==> src/rtl/romstep_pkg.sv <==
package romstep_pkg;

    // Host register indices; the map is part of the block's contract.
    typedef enum logic [3:0] {
        RI_DATA   = 4'd0,
        RI_BASE_L = 4'd1,
        RI_BASE_M = 4'd2,
        RI_BASE_H = 4'd3,
        RI_OFF_L  = 4'd4,
        RI_OFF_H  = 4'd5,
        RI_STEP_L = 4'd6,
        RI_STEP_H = 4'd7,
        RI_MODE   = 4'd8,
        RI_TRIG   = 4'd9
    } reg_idx_e;

    localparam int MODE_W = 7;

    // Mode bit positions
    localparam int M_CUSTOM_STEP = 0;
    localparam int M_USE_OFF     = 1;
    localparam int M_STEP_SIGNED = 2;
    localparam int M_OFF_SIGNED  = 3;
    localparam int M_STEP_TO_OFF = 4;
    localparam int M_AUTO_LO     = 5;
    localparam int M_AUTO_HI     = 6;

    // Automatic advance selection (mode bits 6:5)
    typedef enum logic [1:0] {
        AUTO_NONE   = 2'd0,
        AUTO_OFF_LO = 2'd1,
        AUTO_OFF_HI = 2'd2,
        AUTO_TRIG   = 2'd3
    } auto_e;

    // Prefetch sequencer states
    typedef enum logic [1:0] {
        F_IDLE    = 2'd0,
        F_ISSUE   = 2'd1,
        F_CAPTURE = 2'd2
    } fetch_st_e;

endpackage

==> src/rtl/romstep_ext.sv <==
// Widens a value to a larger width by sign or zero extension.
// Assumes OUT_W > IN_W. Purely combinational.
module romstep_ext #(
    parameter int IN_W  = 16,
    parameter int OUT_W = 24
) (
    input  logic [IN_W-1:0]  val,
    input  logic             sign,
    output logic [OUT_W-1:0] ext
);
    localparam int PAD_W = OUT_W - IN_W;

    // Replicate the top bit only when sign extension is selected.
    assign ext = {{PAD_W{sign & val[IN_W-1]}}, val};
endmodule

==> src/rtl/romstep_regs.sv <==
// Register file and pointer-update rules.
// Holds base, offset, step and mode. Applies host writes, data-read
// advances and automatic base advances, and pulses refill_req in any
// cycle whose update needs a new prefetch. Assumes busy stays high
// for a whole refill; no strobe is accepted while busy is high.
module romstep_regs
    import romstep_pkg::*;
#(
    parameter int BASE_W = 24,
    parameter int OFF_W  = 16,
    parameter int DATA_W = 8,
    parameter int ADDR_W = 4
) (
    input  logic              clk,
    input  logic              rst_n,
    input  logic [ADDR_W-1:0] host_addr,
    input  logic [DATA_W-1:0] host_wdata,
    input  logic              host_wr,
    input  logic              host_rd,
    input  logic              busy,
    output logic [BASE_W-1:0] base_q,
    output logic [OFF_W-1:0]  off_q,
    output logic [OFF_W-1:0]  step_q,
    output logic [MODE_W-1:0] mode_q,
    output logic              refill_req
);
    localparam int BASE_BYTES = BASE_W / DATA_W;
    localparam int OFF_BYTES  = OFF_W / DATA_W;

    logic              wr_ok, rd_ok;
    auto_e             auto_sel;
    logic [OFF_W-1:0]  off_wr, step_src;
    logic [BASE_W-1:0] off_adv, step_adv;
    logic [BASE_W-1:0] base_n;
    logic [OFF_W-1:0]  off_n, step_n;
    logic [MODE_W-1:0] mode_n;

    assign wr_ok    = host_wr && !busy;
    assign rd_ok    = host_rd && !host_wr && !busy;
    assign auto_sel = auto_e'(mode_q[M_AUTO_HI:M_AUTO_LO]);

    // Offset value after any offset-byte write accepted this cycle.
    always_comb begin
        off_wr = off_q;
        if (wr_ok) begin
            for (int k = 0; k < OFF_BYTES; k++) begin
                if (host_addr == ADDR_W'(int'(RI_OFF_L) + k))
                    off_wr[k*DATA_W +: DATA_W] = host_wdata;
            end
        end
    end

    // Unit or programmed step.
    assign step_src = mode_q[M_CUSTOM_STEP] ? step_q : OFF_W'(1);

    romstep_ext #(.IN_W(OFF_W), .OUT_W(BASE_W)) u_off_ext (
        .val (off_wr),
        .sign(mode_q[M_OFF_SIGNED]),
        .ext (off_adv)
    );

    romstep_ext #(.IN_W(OFF_W), .OUT_W(BASE_W)) u_step_ext (
        .val (step_src),
        .sign(mode_q[M_STEP_SIGNED]),
        .ext (step_adv)
    );

    // Next-state rules for all pointer registers and the refill request.
    always_comb begin
        base_n     = base_q;
        off_n      = off_wr;
        step_n     = step_q;
        mode_n     = mode_q;
        refill_req = 1'b0;
        if (wr_ok) begin
            for (int k = 0; k < BASE_BYTES; k++) begin
                if (host_addr == ADDR_W'(int'(RI_BASE_L) + k))
                    base_n[k*DATA_W +: DATA_W] = host_wdata;
            end
            if (host_addr == ADDR_W'(int'(RI_BASE_L) + BASE_BYTES - 1))
                refill_req = 1'b1;
            for (int k = 0; k < OFF_BYTES; k++) begin
                if (host_addr == ADDR_W'(int'(RI_STEP_L) + k))
                    step_n[k*DATA_W +: DATA_W] = host_wdata;
            end
            if (host_addr == ADDR_W'(RI_MODE)) begin
                mode_n     = host_wdata[MODE_W-1:0];
                refill_req = 1'b1;
            end
            if (host_addr == ADDR_W'(RI_OFF_L) && auto_sel == AUTO_OFF_LO) begin
                base_n     = base_q + off_adv;
                refill_req = 1'b1;
            end
            if (host_addr == ADDR_W'(RI_OFF_H)) begin
                if (mode_q[M_USE_OFF])
                    refill_req = 1'b1;
                if (auto_sel == AUTO_OFF_HI) begin
                    base_n     = base_q + off_adv;
                    refill_req = 1'b1;
                end
            end
        end else if (rd_ok) begin
            if (host_addr == ADDR_W'(RI_DATA)) begin
                if (mode_q[M_STEP_TO_OFF])
                    off_n = off_q + step_src;
                else
                    base_n = base_q + step_adv;
                refill_req = 1'b1;
            end
            if (host_addr == ADDR_W'(RI_TRIG) && auto_sel == AUTO_TRIG) begin
                base_n     = base_q + off_adv;
                refill_req = 1'b1;
            end
        end
    end

    // Register update with synchronous active-low reset.
    always_ff @(posedge clk) begin
        if (!rst_n) begin
            base_q <= '0;
            off_q  <= '0;
            step_q <= '0;
            mode_q <= '0;
        end else begin
            base_q <= base_n;
            off_q  <= off_n;
            step_q <= step_n;
            mode_q <= mode_n;
        end
    end

    // a refill in flight freezes every register
    p_busy_freeze_r8: assert property (@(posedge clk) disable iff (!rst_n)
        busy |=> ($stable(base_q) && $stable(off_q) && $stable(step_q) && $stable(mode_q)));

    // without strobes the registers hold their values
    p_quiet_hold_r2: assert property (@(posedge clk) disable iff (!rst_n)
        (!host_wr && !host_rd) |=> ($stable(base_q) && $stable(off_q) && $stable(step_q) && $stable(mode_q)));
endmodule

==> src/rtl/romstep_fetch.sv <==
// Prefetch sequencer and one-byte buffer.
// On refill_req it issues one ROM read at fetch_addr, then captures
// the returned byte into the buffer on the next edge. Assumes the ROM
// returns data exactly one clock after rom_en. Assumes refill_req is
// only raised while idle.
module romstep_fetch
    import romstep_pkg::*;
#(
    parameter int BASE_W = 24,
    parameter int DATA_W = 8
) (
    input  logic              clk,
    input  logic              rst_n,
    input  logic              refill_req,
    input  logic [BASE_W-1:0] fetch_addr,
    input  logic [DATA_W-1:0] rom_data,
    output logic              rom_en,
    output logic [BASE_W-1:0] rom_addr,
    output logic [DATA_W-1:0] pf_q,
    output logic              busy
);
    fetch_st_e st_q;

    // Sequencer: idle -> issue -> capture -> idle.
    always_ff @(posedge clk) begin
        if (!rst_n) begin
            st_q <= F_IDLE;
        end else begin
            unique case (st_q)
                F_IDLE:    if (refill_req) st_q <= F_ISSUE;
                F_ISSUE:   st_q <= F_CAPTURE;
                F_CAPTURE: st_q <= F_IDLE;
                default:   st_q <= F_IDLE;
            endcase
        end
    end

    // Buffer capture of the ROM byte that returns in the capture state.
    always_ff @(posedge clk) begin
        if (!rst_n)
            pf_q <= '0;
        else if (st_q == F_CAPTURE)
            pf_q <= rom_data;
    end

    assign rom_en   = (st_q == F_ISSUE);
    assign rom_addr = fetch_addr;
    assign busy     = (st_q != F_IDLE);

    // each refill issues a single ROM read
    p_rom_once_r3: assert property (@(posedge clk) disable iff (!rst_n)
        rom_en |=> !rom_en);
endmodule

==> src/rtl/romstep_port.sv <==
// Stepped data ROM read port, top level.
// Wires the register file to the prefetch sequencer. Forms the fetch
// address and drives the host read mux. Host reads are combinational
// on host_addr; strobes are single-cycle and ignored while busy.
module romstep_port
    import romstep_pkg::*;
#(
    parameter int BASE_W = 24,
    parameter int OFF_W  = 16,
    parameter int DATA_W = 8,
    parameter int ADDR_W = 4
) (
    input  logic              clk,
    input  logic              rst_n,
    input  logic [ADDR_W-1:0] host_addr,
    input  logic [DATA_W-1:0] host_wdata,
    input  logic              host_wr,
    input  logic              host_rd,
    output logic [DATA_W-1:0] host_rdata,
    output logic              busy,
    output logic              rom_en,
    output logic [BASE_W-1:0] rom_addr,
    input  logic [DATA_W-1:0] rom_data
);
    localparam int BASE_BYTES = BASE_W / DATA_W;
    localparam int OFF_BYTES  = OFF_W / DATA_W;

    logic [BASE_W-1:0] base_q, off_fx, fetch_addr;
    logic [OFF_W-1:0]  off_q, step_q;
    logic [MODE_W-1:0] mode_q;
    logic [DATA_W-1:0] pf_q;
    logic              refill_req;

    romstep_regs #(
        .BASE_W(BASE_W), .OFF_W(OFF_W), .DATA_W(DATA_W), .ADDR_W(ADDR_W)
    ) u_regs (
        .clk       (clk),
        .rst_n     (rst_n),
        .host_addr (host_addr),
        .host_wdata(host_wdata),
        .host_wr   (host_wr),
        .host_rd   (host_rd),
        .busy      (busy),
        .base_q    (base_q),
        .off_q     (off_q),
        .step_q    (step_q),
        .mode_q    (mode_q),
        .refill_req(refill_req)
    );

    romstep_ext #(.IN_W(OFF_W), .OUT_W(BASE_W)) u_fetch_ext (
        .val (off_q),
        .sign(mode_q[M_OFF_SIGNED]),
        .ext (off_fx)
    );

    // Fetch address: base, optionally plus the extended offset.
    assign fetch_addr = base_q + (mode_q[M_USE_OFF] ? off_fx : '0);

    romstep_fetch #(.BASE_W(BASE_W), .DATA_W(DATA_W)) u_fetch (
        .clk       (clk),
        .rst_n     (rst_n),
        .refill_req(refill_req),
        .fetch_addr(fetch_addr),
        .rom_data  (rom_data),
        .rom_en    (rom_en),
        .rom_addr  (rom_addr),
        .pf_q      (pf_q),
        .busy      (busy)
    );

    // Host read mux; trigger and unused indices read zero.
    always_comb begin
        host_rdata = '0;
        if (host_addr == ADDR_W'(RI_DATA))
            host_rdata = pf_q;
        for (int k = 0; k < BASE_BYTES; k++) begin
            if (host_addr == ADDR_W'(int'(RI_BASE_L) + k))
                host_rdata = base_q[k*DATA_W +: DATA_W];
        end
        for (int k = 0; k < OFF_BYTES; k++) begin
            if (host_addr == ADDR_W'(int'(RI_OFF_L) + k))
                host_rdata = off_q[k*DATA_W +: DATA_W];
            if (host_addr == ADDR_W'(int'(RI_STEP_L) + k))
                host_rdata = step_q[k*DATA_W +: DATA_W];
        end
        if (host_addr == ADDR_W'(RI_MODE))
            host_rdata = DATA_W'(mode_q);
    end

    // a refill request issues the ROM read on the next cycle
    p_refill_issue_r3: assert property (@(posedge clk) disable iff (!rst_n)
        refill_req |=> rom_en);

    // an accepted mode write starts a refill
    p_mode_refill_r3: assert property (@(posedge clk) disable iff (!rst_n)
        (host_wr && !busy && host_addr == ADDR_W'(RI_MODE)) |=> busy);

    // an accepted data read starts a refill
    p_data_read_refill_r5: assert property (@(posedge clk) disable iff (!rst_n)
        (host_rd && !host_wr && !busy && host_addr == ADDR_W'(RI_DATA)) |=> busy);
endmodule

==> config.mk <==
export PLATFORM = sky130hd
export DESIGN_NAME = romstep_port
export DESIGN_NICKNAME = d
export VERILOG_FILES = /design/src/rtl/romstep_pkg.sv /design/src/rtl/romstep_ext.sv /design/src/rtl/romstep_regs.sv /design/src/rtl/romstep_fetch.sv /design/src/rtl/romstep_port.sv
export SDC_FILE = /design/constraint.sdc
export NUM_CORES = 1
export LEC_CHECK = 0
export BUFFER_PORTS_ARGS = -buffer_cell sky130_fd_sc_hd__buf_2
export CAP_MARGIN = 30
export CORE_ASPECT_RATIO = 2
export CORE_MARGIN = 2
export CORE_UTILIZATION = 35
export CTS_CLUSTER_DIAMETER = 50
export DETAILED_ROUTE_END_ITERATION = 10
export GPL_TIMING_DRIVEN = 0
export HOLD_SLACK_MARGIN = 0.08
export MAX_ROUTING_LAYER = met4
export PLACE_DENSITY = 0.48
export SLEW_MARGIN = 20
export SYNTH_ARGS = -nofsm -noshare
export SYNTH_HDL_FRONTEND = slang
export SYNTH_HIERARCHICAL = 1
export SYNTH_SLANG_ARGS = --single-unit
==> constraint.sdc <==
create_clock -name clk -period 5.1 [get_ports clk]
set_input_delay 1.02 -clock clk [delete_from_list [all_inputs] [get_ports clk]]
set_output_delay 1.02 -clock clk [all_outputs]
set_load 0.005 [all_outputs]
==> results of run 1 <==
per-stage QoR:
step	cells	setup WS (ns)	power, mW	area (um^2)
after floorplan	1252	0.825	0.930	9720
after global placement	1659	-0.357	1.11	10400
after detailed placement	1660	-0.370	1.11	10400
after CTS	1675	0.0615	1.77	10700
after global routing	1675	0.00583	1.84	10700
final	1675	0.206	1.76	10700
kinds of logic after synthesis:
family / share of synthesized area
flops: 0.150
fa+ha+maj: 0.116
simple gates: 0.228
mux: 0.0996
xor+xnor: 0.0532
buf+inv: 0.104
compound gates: 0.248
area by class of cell:
type,count,share of cell area
plain buffers,143,0.0865
clock buffers,9,0.0210
clock inverters,7,0.00570
inverters,21,0.00733
multi-input cells,1014,0.676
flip-flops and latches,73,0.136
well taps,352,0.0410
repair buffers,56,0.0263
where the power goes:
group	internal (mW)	leakage (nW)	switching [mW]
Clock	0.339	0.135	0.315
Sequential	0.590	0.593	0.0613
Combinational	0.185	4.19	0.267
state kept, by name (all words and copies together) (netlist names):
signal / cells
u_regs/off_q: 16
u_regs/base_q: 24
u_regs/mode_q: 7
u_regs/step_q: 16
u_fetch/pf_q: 8
u_fetch/st_q: 2
metal layers:
layer,up-vias,track usage,share of wire
li1,4655,-,-
met1,4537,0.255,0.33
met2,283,0.536,0.54
met3,139,0.0333,0.036
met4,0,0.228,0.092
met5,-,-,0
timing repair:
item	CTS	global route
pin swaps	0	0
gates resized for setup	2	6
setup endpoints to repair	8	6
tightest hold or removal path: stages, from the launching register on:
cell and delay (ns):
dfxtp_1 0.31, nand2_1 0.05, mux2i_1 0.05
worst min-delay path by stage:
stage                                             from                            to  slack, ns
after global placement    u_fetch/pf_q[0]$_SDFFE_PN0N_  u_fetch/pf_q[0]$_SDFFE_PN0N_       0.45
after detailed placement  u_fetch/pf_q[2]$_SDFFE_PN0N_  u_fetch/pf_q[2]$_SDFFE_PN0N_       0.45
after global routing      u_fetch/pf_q[3]$_SDFFE_PN0N_  u_fetch/pf_q[3]$_SDFFE_PN0N_       0.48
after CTS                 u_fetch/pf_q[2]$_SDFFE_PN0N_  u_fetch/pf_q[2]$_SDFFE_PN0N_       0.47
final                     u_fetch/pf_q[4]$_SDFFE_PN0N_  u_fetch/pf_q[4]$_SDFFE_PN0N_       0.46
after floorplan           u_fetch/pf_q[0]$_SDFFE_PN0N_  u_fetch/pf_q[0]$_SDFFE_PN0N_       0.43
cells in the final DEF, fill, tap and decap left out, types with 31 or more instances in the layout:
master    netlist  final
buf_4          95     96
clkbuf_1       32     31
o21ai_0        71     70
nor2_1         88     88
a21oi_1        79     79
and2_1         43     42
mux2i_1        63     63
nand2_1        95     93
nor2b_1        42     42
dfxtp_1        73     72
xnor2_1        37     37
ha_1           84     84
buf_2          10     65
==> key figures, run 1 <==
Outcome
  • Status: completed

Worst setup path
  • Crit. End Element: register
  • Crit path max fanout: 10
  • Reg2reg setup slack: about 0.32 ns
  • WP data required: around 5.4 ns
  • Crit start category: primary input
  • Crit Path Class: in -> reg
  • Worst setup path end: u_regs/base_q[22]$_SDFFE_PN0P_
  • R2R depth: 17
  • CP startpoint: host_addr[3]
  • Delay-heaviest family, CP: compound AO/OA/AOI/OAI gates
  • Worst Path Arrival: 5.16 ns
  • Largest stage delay, worst path: 0.40 ns
  • Slowest cell on the critical path: fa_1
  • End of the worst register-to-register path: u_regs/base_q[22]$_SDFFE_PN0P_
  • Crit path buffers/inverters: 4
  • Reg2reg start: u_fetch/st_q[0]$_SDFFE_PN0P_
  • Levels on crit path: 18
  • Critical Path, Cell by Cell: buf_2, buf_2, nand2b_1, nor2_1, nand2_2, mux2_2, buf_4, ha_1, inv_1, fa_1, nor2b_1, o31a_1, o21bai_1, a31oi_1, a21oi_1, o21ai_0, o21ai_0, o41ai_1

Global route
  • Vias in the first global route: between 9000 and 10000
  • Largest net degree at the start of global routing: 16
  • Global-route wire length before repair: around 60000 um
  • Initial antenna violation count: 0
  • Aggregate global routing overflow: 0
  • Total GRT Usage: 0.288

Detailed routing
  • DRT iter0 DRCs: ~640
  • Vias per inst: approximately 5.7
  • WL final: 40700 um
  • DR WL/cell: between 20 and 25 um
  • First-pass iteration count of the detailed router: 7
  • DRC: 0
  • Detailed-route via count: around 9600
  • DRT antenna net count: 0

Synthesis
  • Area contributors post-synth: dfxtp_1, ha_1, buf_4
  • Share of the synthesized area in the top cell type: 0.150
  • Commonest cells post-synth: buf_4, nand2_1, nor2_1
  • Syn Area/Cell: between 7 and 8 um^2
  • Top_reg_cell synth: dfxtp_1
  • Register area share after synthesis: 0.150
  • Synthesized instance count: 1252
  • Mapped cell area: roughly 10000 um^2
  • Yosys cell types: 90
  • Syn_nets: around 1400
  • Asr flop ratio synth: 0
  • Post-synth EDFFs: 0
  • FF+latch count, synth: 73
  • Largest area contributor in the netlist: dfxtp_1
  • Yosys warnings: 6

CTS
  • CTS H-tree lvls: 3
  • Clk Latency, worst-skew pair: between 0.3 and 0.4 ns
  • CTS Sinks: 73
  • TritonCTS clock tree: done
  • Clk root buf: clkbuf_16
  • Clk buf depth: 2
  • Clock buffer count from CTS: 9
  • Postcts setup bufs: 0
  • Clk pin slew, worst setup/hold paths: 0.07 ns
  • CTS Hold Bufs: 0

Final layout
  • Fillers: around 3000
  • Final core utilization: 0.392
  • # nets final: ~1400
  • Antenna cell count: 0
  • Synthesis-to-finish area growth: 10.6%
  • Fraction of layout instances using a drive strength above 1: 0.191
  • Multi-input gate area: between 7000 and 8000 um^2
  • Register area: between 1000 and 1500 um^2

STA
  • Slew @ Worst Pin: 1.07 ns
  • Minimum clock period: roughly 4.9 ns
  • Slew margin rel.: 0.280
  • # setup viols final: 0
  • Skew final: approximately 0.011 ns
  • Setup repair after global routing missed its margin: false
  • Final hold slack: ~0.46 ns
  • Final Hold Viols: 0
  • Max Clk Rate: just over 0.2 GHz
  • Final worst path period share: 0.960
  • TNS Setup: 0 ns
  • Max Slew Vio Count: 0

Floorplanning
  • IO Count: between 50 and 60
  • Starting density of the core: 0.354
  • Die Wd: around 120 um
  • Die Height: roughly 240 um
  • Cell Rows: 86
  • Die Area: a little under 30000 um^2
  • Core area: between 20000 and 30000 um^2

Run
  • Max cap viols: 0

Place
  • DP Wirelength: ~33000 um
  • Port buffer count: between 50 and 60
  • Gp weighted congestion: slightly above 1

Power
  • Worst VDD drop: roughly 0.16 mV
  • Power density cells: approximately 160 nW/um^2
  • Static leakage: roughly 5 nW

Worst hold path
  • Worst Hold Depth: 2
  • Hold Path Class: reg -> reg
Note: power is estimated with default switching activity, not from simulation.
==> inputs of run 2 (changes only) <==
--- a/config.mk
+++ b/config.mk
@@ -8,7 +8,7 @@
 export BUFFER_PORTS_ARGS = -buffer_cell sky130_fd_sc_hd__buf_2
 export CAP_MARGIN = 30
 export CORE_ASPECT_RATIO = 2
-export CORE_MARGIN = 2
+export CORE_MARGIN = 3
 export CORE_UTILIZATION = 35
 export CTS_CLUSTER_DIAMETER = 50
 export DETAILED_ROUTE_END_ITERATION = 10
==> run 2 against run 1 <==
Effect of this change:
- sequential power barely moved
- worst hold slack worse by 0.0022 ns
- combinational power barely moved
- flip-flop and latch count is the same
- fmax barely moved
- global-route usage shrank 1.0 points
- clock skew rose by 0.0040 ns
- critical endpoint is now rom_addr[21]
- largest cell class unchanged
- largest power group unchanged
- highest routed layer unchanged
==> key figures, run 2 (synthesis results as in run 1) <==
Worst setup path
  • Critical Path, Cell by Cell: clkbuf_1, and2_1, ha_1, a211oi_1, o21ai_0, a311oi_2, a31oi_1, mux2i_1, o2111ai_1, buf_4, buf_2
  • Crit start category: register
  • Largest stage delay, worst path: 0.68 ns
  • Crit path buffers/inverters: 3
  • Crit path max fanout: 10
  • End of the worst register-to-register path: u_regs/base_q[22]$_SDFFE_PN0P_
  • R2R depth: 17
  • WP data required: 4.08 ns
  • Worst Path Arrival: 3.88 ns
  • Reg2reg start: u_fetch/st_q[0]$_SDFFE_PN0P_
  • Slowest cell on the critical path: dfxtp_1
  • Delay-heaviest family, CP: compound AO/OA/AOI/OAI gates
  • Crit Path Class: reg -> out
  • Crit. End Element: output pin
  • Reg2reg setup slack: 0.34 ns

Final layout
  • Largest registers: u_regs/base_q: 24 flops, u_regs/off_q: 16 flops, u_regs/step_q: 16 flops
  • Synthesis-to-finish area growth: 10.8%
  • Largest Register: u_regs/base_q
  • Leading cell type in the layout, fill and taps excluded: buf_4
  • Fraction of layout instances using a drive strength above 1: 0.194
  • Final Non-Filler Cells: roughly 1700
  • Largest register FFs: 24
  • Antenna cell count: 0
  • Commonest non-fill, non-tap cells in the layout: buf_4, nand2_1, nor2_1, ha_1, a21oi_1
  • # nets final: 1431

Detailed routing
  • DRT iter0 DRCs: about 680
  • Vias per inst: roughly 6
  • Detailed-route via count: 9771
  • First-pass iteration count of the detailed router: 5
  • DRC: 0
  • WL final: 40700 um
  • DRT antenna net count: 0
  • DR WL/cell: 24.4 um

Global route
  • Largest net degree at the start of global routing: 16
  • Global-route wire length before repair: between 50000 and 60000 um
  • Total GRT Usage: 0.278
  • Initial antenna violation count: 0
  • Aggregate global routing overflow: 0
  • Vias in the first global route: between 9000 and 10000

STA
  • Max Slew Vio Count: 0
  • Final Hold Viols: 0
  • # setup viols final: 0
  • Setup repair after global routing missed its margin: false
  • Slew @ Worst Pin: slightly below 1 ns
  • Max Clk Rate: just over 0.2 GHz
  • Minimum clock period: 4.90 ns
  • Skew final: between 0.01 and 0.015 ns
  • Final worst path period share: 0.960
  • Slew margin rel.: 0.333

Floorplanning
  • IO Count: 58
  • Core area: roughly 27000 um^2
  • Cell Rows: 85
  • Starting density of the core: 0.358
  • Die Height: between 200 and 250 um
  • Die Area: approximately 30000 um^2
  • Die Wd: 124 um

CTS
  • TritonCTS clock tree: done
  • CTS Hold Bufs: 0
  • CTS H-tree lvls: 3
  • Clk Latency, worst-skew pair: ~0.37 ns
  • Clk root buf: clkbuf_16
  • Postcts setup bufs: 0
  • Clk buf depth: 2
  • CTS Sinks: 73
  • Clock buffer count from CTS: 9
  • Clk pin slew, worst setup/hold paths: about 0.070 ns

Place
  • DP Wirelength: between 30000 and 40000 um
  • Placed Instances: about 1700
  • Gp weighted congestion: around 0.97
  • Port buffer count: 55

Worst hold path
  • Hold path start: u_fetch/pf_q[3]$_SDFFE_PN0N_
  • Hold Path Class: reg -> reg
  • Worst Hold End: u_fetch/pf_q[3]$_SDFFE_PN0N_
  • Worst Hold Depth: 2

Power
  • Total power: 1.76 mW
  • Power density cells: about 160 nW/um^2
  • Static leakage: between 4 and 5 nW
  • Worst VDD drop: 0.165 mV

Outcome
  • Status: completed

Run
  • Max cap viols: 0
==> run 2: worst max path at each step <==
stage | start | end | slack (ns) | cells past startpoint
2_1_floorplan | host_addr[3] | u_regs/base_q[16]$_SDFFE_PN0P_ | 0.82 | 17
5_1_grt | u_regs/mode_q[1]$_SDFFE_PN0P_ | rom_addr[17] | 0.04 | 11
6_report | u_regs/mode_q[1]$_SDFFE_PN0P_ | rom_addr[21] | 0.20 | 11
4_1_cts | u_fetch/st_q[0]$_SDFFE_PN0P_ | u_regs/base_q[22]$_SDFFE_PN0P_ | 0.01 | 15
3_5_place_dp | host_wr | u_regs/base_q[22]$_SDFFE_PN0P_ | -0.77 | 16
3_3_place_gp | host_wr | u_regs/base_q[22]$_SDFFE_PN0P_ | -0.75 | 16
==> run 2: power breakdown <==
group | switching, mW | internal, mW
combinational | 0.267 | 0.186
sequential | 0.0630 | 0.590
clock | 0.316 | 0.340
total | 0.645 | 1.12
==> run 2: tightest hold or removal path: cells and delay by family (launching register included) <==
family / cells / cell delay, ns
flip-flops: 1 / 0.31
AND/OR/NAND/NOR: 1 / 0.05
multiplexers: 1 / 0.05
==> run 2: repair_timing <==
item | CTS | global route
setup endpoints to repair | 7 | 1
pin swaps | 0 | 0
gates resized for setup | 5 | 6
==> run 2: per-stage QoR <==
step                area [um^2]  TNS (ns)  utilization  worst slack [ns]  hold slack (ns)
floorplan                  9720         0            -             0.825            0.432
global placement          10400     -2.04        0.385            -0.752            0.447
detailed placement        10400     -2.14        0.385            -0.767            0.445
CTS                       10700         0        0.396            0.0108            0.462
global route              10800         0        0.397            0.0403            0.475
finish                    10800         0        0.397             0.202            0.459
==> run 2: cell type report <==
| type | instances | area [um^2] |
|---|---|---|
| plain buffers | 143 | 931 |
| clock buffers | 9 | 225 |
| clock inverters | 7 | 63.8 |
| fillers | 2888 | 16400 |
| inverters | 21 | 78.8 |
| multi-input cells | 1014 | 7280 |
| flip-flops and latches | 73 | 1460 |
| well taps | 348 | 435 |
| repair buffers | 57 | 290 |
==> run 2: layer usage <==
| metal | part of all wire | routed length, um | track usage |
|---|---|---|---|
| met1 | 0.34 | 13700 | 0.257 |
| met2 | 0.52 | 21300 | 0.490 |
| met3 | 0.041 | 1660 | 0.0362 |
| met4 | 0.10 | 4130 | 0.227 |
| met5 | 0 | 0 | - |
==> inputs of run 3 (changes only) <==
--- a/config.mk
+++ b/config.mk
@@ -5,7 +5,7 @@
 export SDC_FILE = /design/constraint.sdc
 export NUM_CORES = 1
 export LEC_CHECK = 0
-export BUFFER_PORTS_ARGS = -buffer_cell sky130_fd_sc_hd__buf_2
+export BUFFER_PORTS_ARGS = -buffer_cell sky130_fd_sc_hd__clkbuf_2
 export CAP_MARGIN = 30
 export CORE_ASPECT_RATIO = 2
 export CORE_MARGIN = 3
==> constraint.sdc (replaced) <==
create_clock -name clk -period 5 [get_ports clk]
set_input_delay 1 -clock clk [delete_from_list [all_inputs] [get_ports clk]]
set_output_delay 1 -clock clk [all_outputs]
set_load 0.005 [all_outputs]
==> run 3 against run 2 <==
Effect of this change:
- sequential share of layout area about the same
- utilization up 0.11 points
- sequential power up 2%
- critical path depth up 5
- clock skew down 0.0015 ns
- first-iteration DRC count down 18%
- via count down 2.2%
- global-route usage down 0.18 points
- total power up 5.8%
- die area unchanged
- final cell count unchanged
- flip-flop and latch count unchanged
- largest cell class unchanged
- highest routed layer unchanged
==> key figures, run 3 (synthesis results as in run 1) <==
STA
  • Minimum clock period: ~4.9 ns
  • TNS Setup: 0 ns
  • Max Clk Rate: between 0.2 and 0.25 GHz
  • # setup viols final: 0
  • Max Slew Vio Count: 0
  • Slew @ Worst Pin: between 1 and 1.5 ns
  • Skew final: about 0.013 ns
  • Slew margin rel.: 0.305
  • Final Hold Viols: 0
  • Final worst path period share: 0.981

Detailed routing
  • DRC: 0
  • DRT antenna net count: 0
  • Detailed-route via count: about 9600
  • Vias per inst: 5.71
  • DRT iter0 DRCs: approximately 560
  • WL final: 40000 um
  • Met2 WL: roughly 21000 um
  • WL met3: around 1400 um
  • DR WL/cell: between 20 and 25 um
  • First-pass iteration count of the detailed router: 5
  • Met1 WL: between 10000 and 15000 um
  • Max layer used: met4

Final layout
  • Leading cell type in the layout, fill and taps excluded: buf_4
  • Largest register FFs: 24
  • Antenna cell count: 0
  • Synthesis-to-finish area growth: 11.1%
  • # nets final: about 1400
  • Fraction of layout instances using a drive strength above 1: 0.194
  • Fillers: between 2000 and 3000
  • Final core utilization: 0.398
  • Largest registers: u_regs/base_q: 24 flops, u_regs/off_q: 16 flops, u_regs/step_q: 16 flops
  • Commonest non-fill, non-tap cells in the layout: buf_4, nand2_1, nor2_1, ha_1, a21oi_1
  • Largest Register: u_regs/base_q
  • Final cell area excluding filler cells: roughly 11000 um^2

Power
  • Total power: about 1.9 mW
  • Power density cells: about 170 nW/um^2
  • Worst VDD drop: between 0.15 and 0.2 mV
  • Static leakage: 4.93 nW

Worst setup path
  • CP startpoint: host_addr[3]
  • Crit. End Element: register
  • Worst setup path end: u_regs/base_q[22]$_SDFFE_PN0P_
  • Slowest cell on the critical path: a31oi_1
  • R2R depth: 15
  • Levels on crit path: 16
  • Worst Path Arrival: between 5 and 6 ns
  • Crit Path Class: in -> reg
  • End of the worst register-to-register path: u_regs/base_q[22]$_SDFFE_PN0P_
  • Crit start category: primary input
  • Crit path buffers/inverters: 2
  • Delay-heaviest family, CP: compound AO/OA/AOI/OAI gates
  • WP data required: ~5.3 ns
  • Crit path max fanout: 10
  • Critical Path, Cell by Cell: clkbuf_2, buf_2, nand2b_1, nor2_1, nand2_2, mux2_2, and2_2, ha_1, nand2_1, o21ai_1, o41ai_1, a31oi_1, a21oi_2, o21ai_0, o21ai_0, o41ai_2
  • Reg2reg setup slack: approximately 0.16 ns
  • Cell with the most instances on the worst path: o21ai_0
  • Largest stage delay, worst path: about 0.47 ns
  • Reg2reg start: u_fetch/st_q[0]$_SDFFE_PN0P_

CTS
  • Postcts setup bufs: 0
  • Clk root buf: clkbuf_16
  • TritonCTS clock tree: done
  • Clk pin slew, worst setup/hold paths: about 0.07 ns
  • CTS Sinks: between 70 and 80
  • CTS H-tree lvls: 3
  • Clk Latency, worst-skew pair: about 0.37 ns
  • Clk buf depth: 2
  • Clock buffer count from CTS: 9
  • CTS Hold Bufs: 0

Floorplanning
  • IO Count: 58
  • Cell Rows: 85
  • Die Area: between 20000 and 30000 um^2
  • Die Wd: 124 um
  • Die Height: roughly 240 um
  • Starting density of the core: 0.358
  • Core area: roughly 27000 um^2

Run
  • Max cap viols: 0

Global route
  • Aggregate global routing overflow: 0
  • Global-route wire length before repair: between 50000 and 60000 um
  • Vias in the first global route: 9781
  • Total GRT Usage: 0.276
  • Largest net degree at the start of global routing: 14
  • Initial antenna violation count: 0

Place
  • Area after DPL: between 10000 and 15000 um^2
  • Port buffer count: 55
  • Gp weighted congestion: between 0.9 and 1
  • DP Wirelength: roughly 33000 um

Outcome
  • Status: completed

Worst hold path
  • Hold Path Class: reg -> reg
==> run 3: cell count changes in the layout (fill, tap and decap cells not counted) <==
cell,change
dfxtp_1,-1
buf_2,-55
clkinv_4,-2
nor2_1,+1
clkinv_2,+2
nor2_2,-1
inv_8,-2
dfxtp_2,+1
clkbuf_2,+55
bufinv_16,+2
==> run 3: how the worst min path moves through the flow <==
| stage | start | end | slack (ns) | depth (start not counted) |
|---|---|---|---|---|
| 2_1_floorplan | u_fetch/pf_q[0]$_SDFFE_PN0N_ | u_fetch/pf_q[0]$_SDFFE_PN0N_ | 0.43 | 2 |
| 3_3_place_gp | u_fetch/pf_q[0]$_SDFFE_PN0N_ | u_fetch/pf_q[0]$_SDFFE_PN0N_ | 0.45 | 2 |
| 3_5_place_dp | u_fetch/pf_q[0]$_SDFFE_PN0N_ | u_fetch/pf_q[0]$_SDFFE_PN0N_ | 0.44 | 2 |
| 4_1_cts | u_fetch/pf_q[0]$_SDFFE_PN0N_ | u_fetch/pf_q[0]$_SDFFE_PN0N_ | 0.46 | 2 |
| 5_1_grt | u_fetch/pf_q[2]$_SDFFE_PN0N_ | u_fetch/pf_q[2]$_SDFFE_PN0N_ | 0.48 | 2 |
| 6_report | u_fetch/pf_q[5]$_SDFFE_PN0N_ | u_fetch/pf_q[5]$_SDFFE_PN0N_ | 0.46 | 2 |
==> run 3: cell type report <==
| cell class | instances | area [um^2] | area share |
|---|---|---|---|
| Sequential cell | 73 | 1460 | 0.135 |
| Clock inverter | 7 | 93.8 | 0.00869 |
| Buffer | 143 | 931 | 0.0862 |
| Tap cell | 348 | 435 | 0.0403 |
| Inverter | 21 | 78.8 | 0.00730 |
| Clock buffer | 9 | 225 | 0.0209 |
| Timing Repair Buffer | 57 | 290 | 0.0269 |
| Multi-Input combinational cell | 1014 | 7280 | 0.674 |
==> run 3: per-stage QoR <==
stage | instances | worst slack [ns] | hold WS (ns)
floorplan | 1252 | 0.745 | 0.432
global placement | 1655 | -0.907 | 0.447
finish | 1672 | 0.0956 | 0.461
CTS | 1671 | -0.204 | 0.461
detailed placement | 1656 | -0.892 | 0.444
global route | 1672 | -0.00573 | 0.476
==> run 3: per-layer routing <==
metal	vias to the layer above	GRT usage
li1	4653	-
met1	4434	0.251
met2	313	0.494
met3	154	0.0337
met4	0	0.224
met5	-	-
==> run 3: repair_timing <==
item,CTS,global route
gates resized for setup,4,7
pin swaps,0,0
cloned,0,0
endpoints found under the setup margin,12,7
==> run 3: worst min-delay path, stage by stage, from the launching register on <==
cell,delay [ns]
dfxtp_1,0.31
nand2_1,0.05
mux2i_1,0.06
==> run 3: report_power, final <==
group          switching, mW  total, mW  internal (mW)
clock network          0.303      0.740          0.437
registers             0.0618      0.664          0.603
logic                  0.270      0.460          0.190
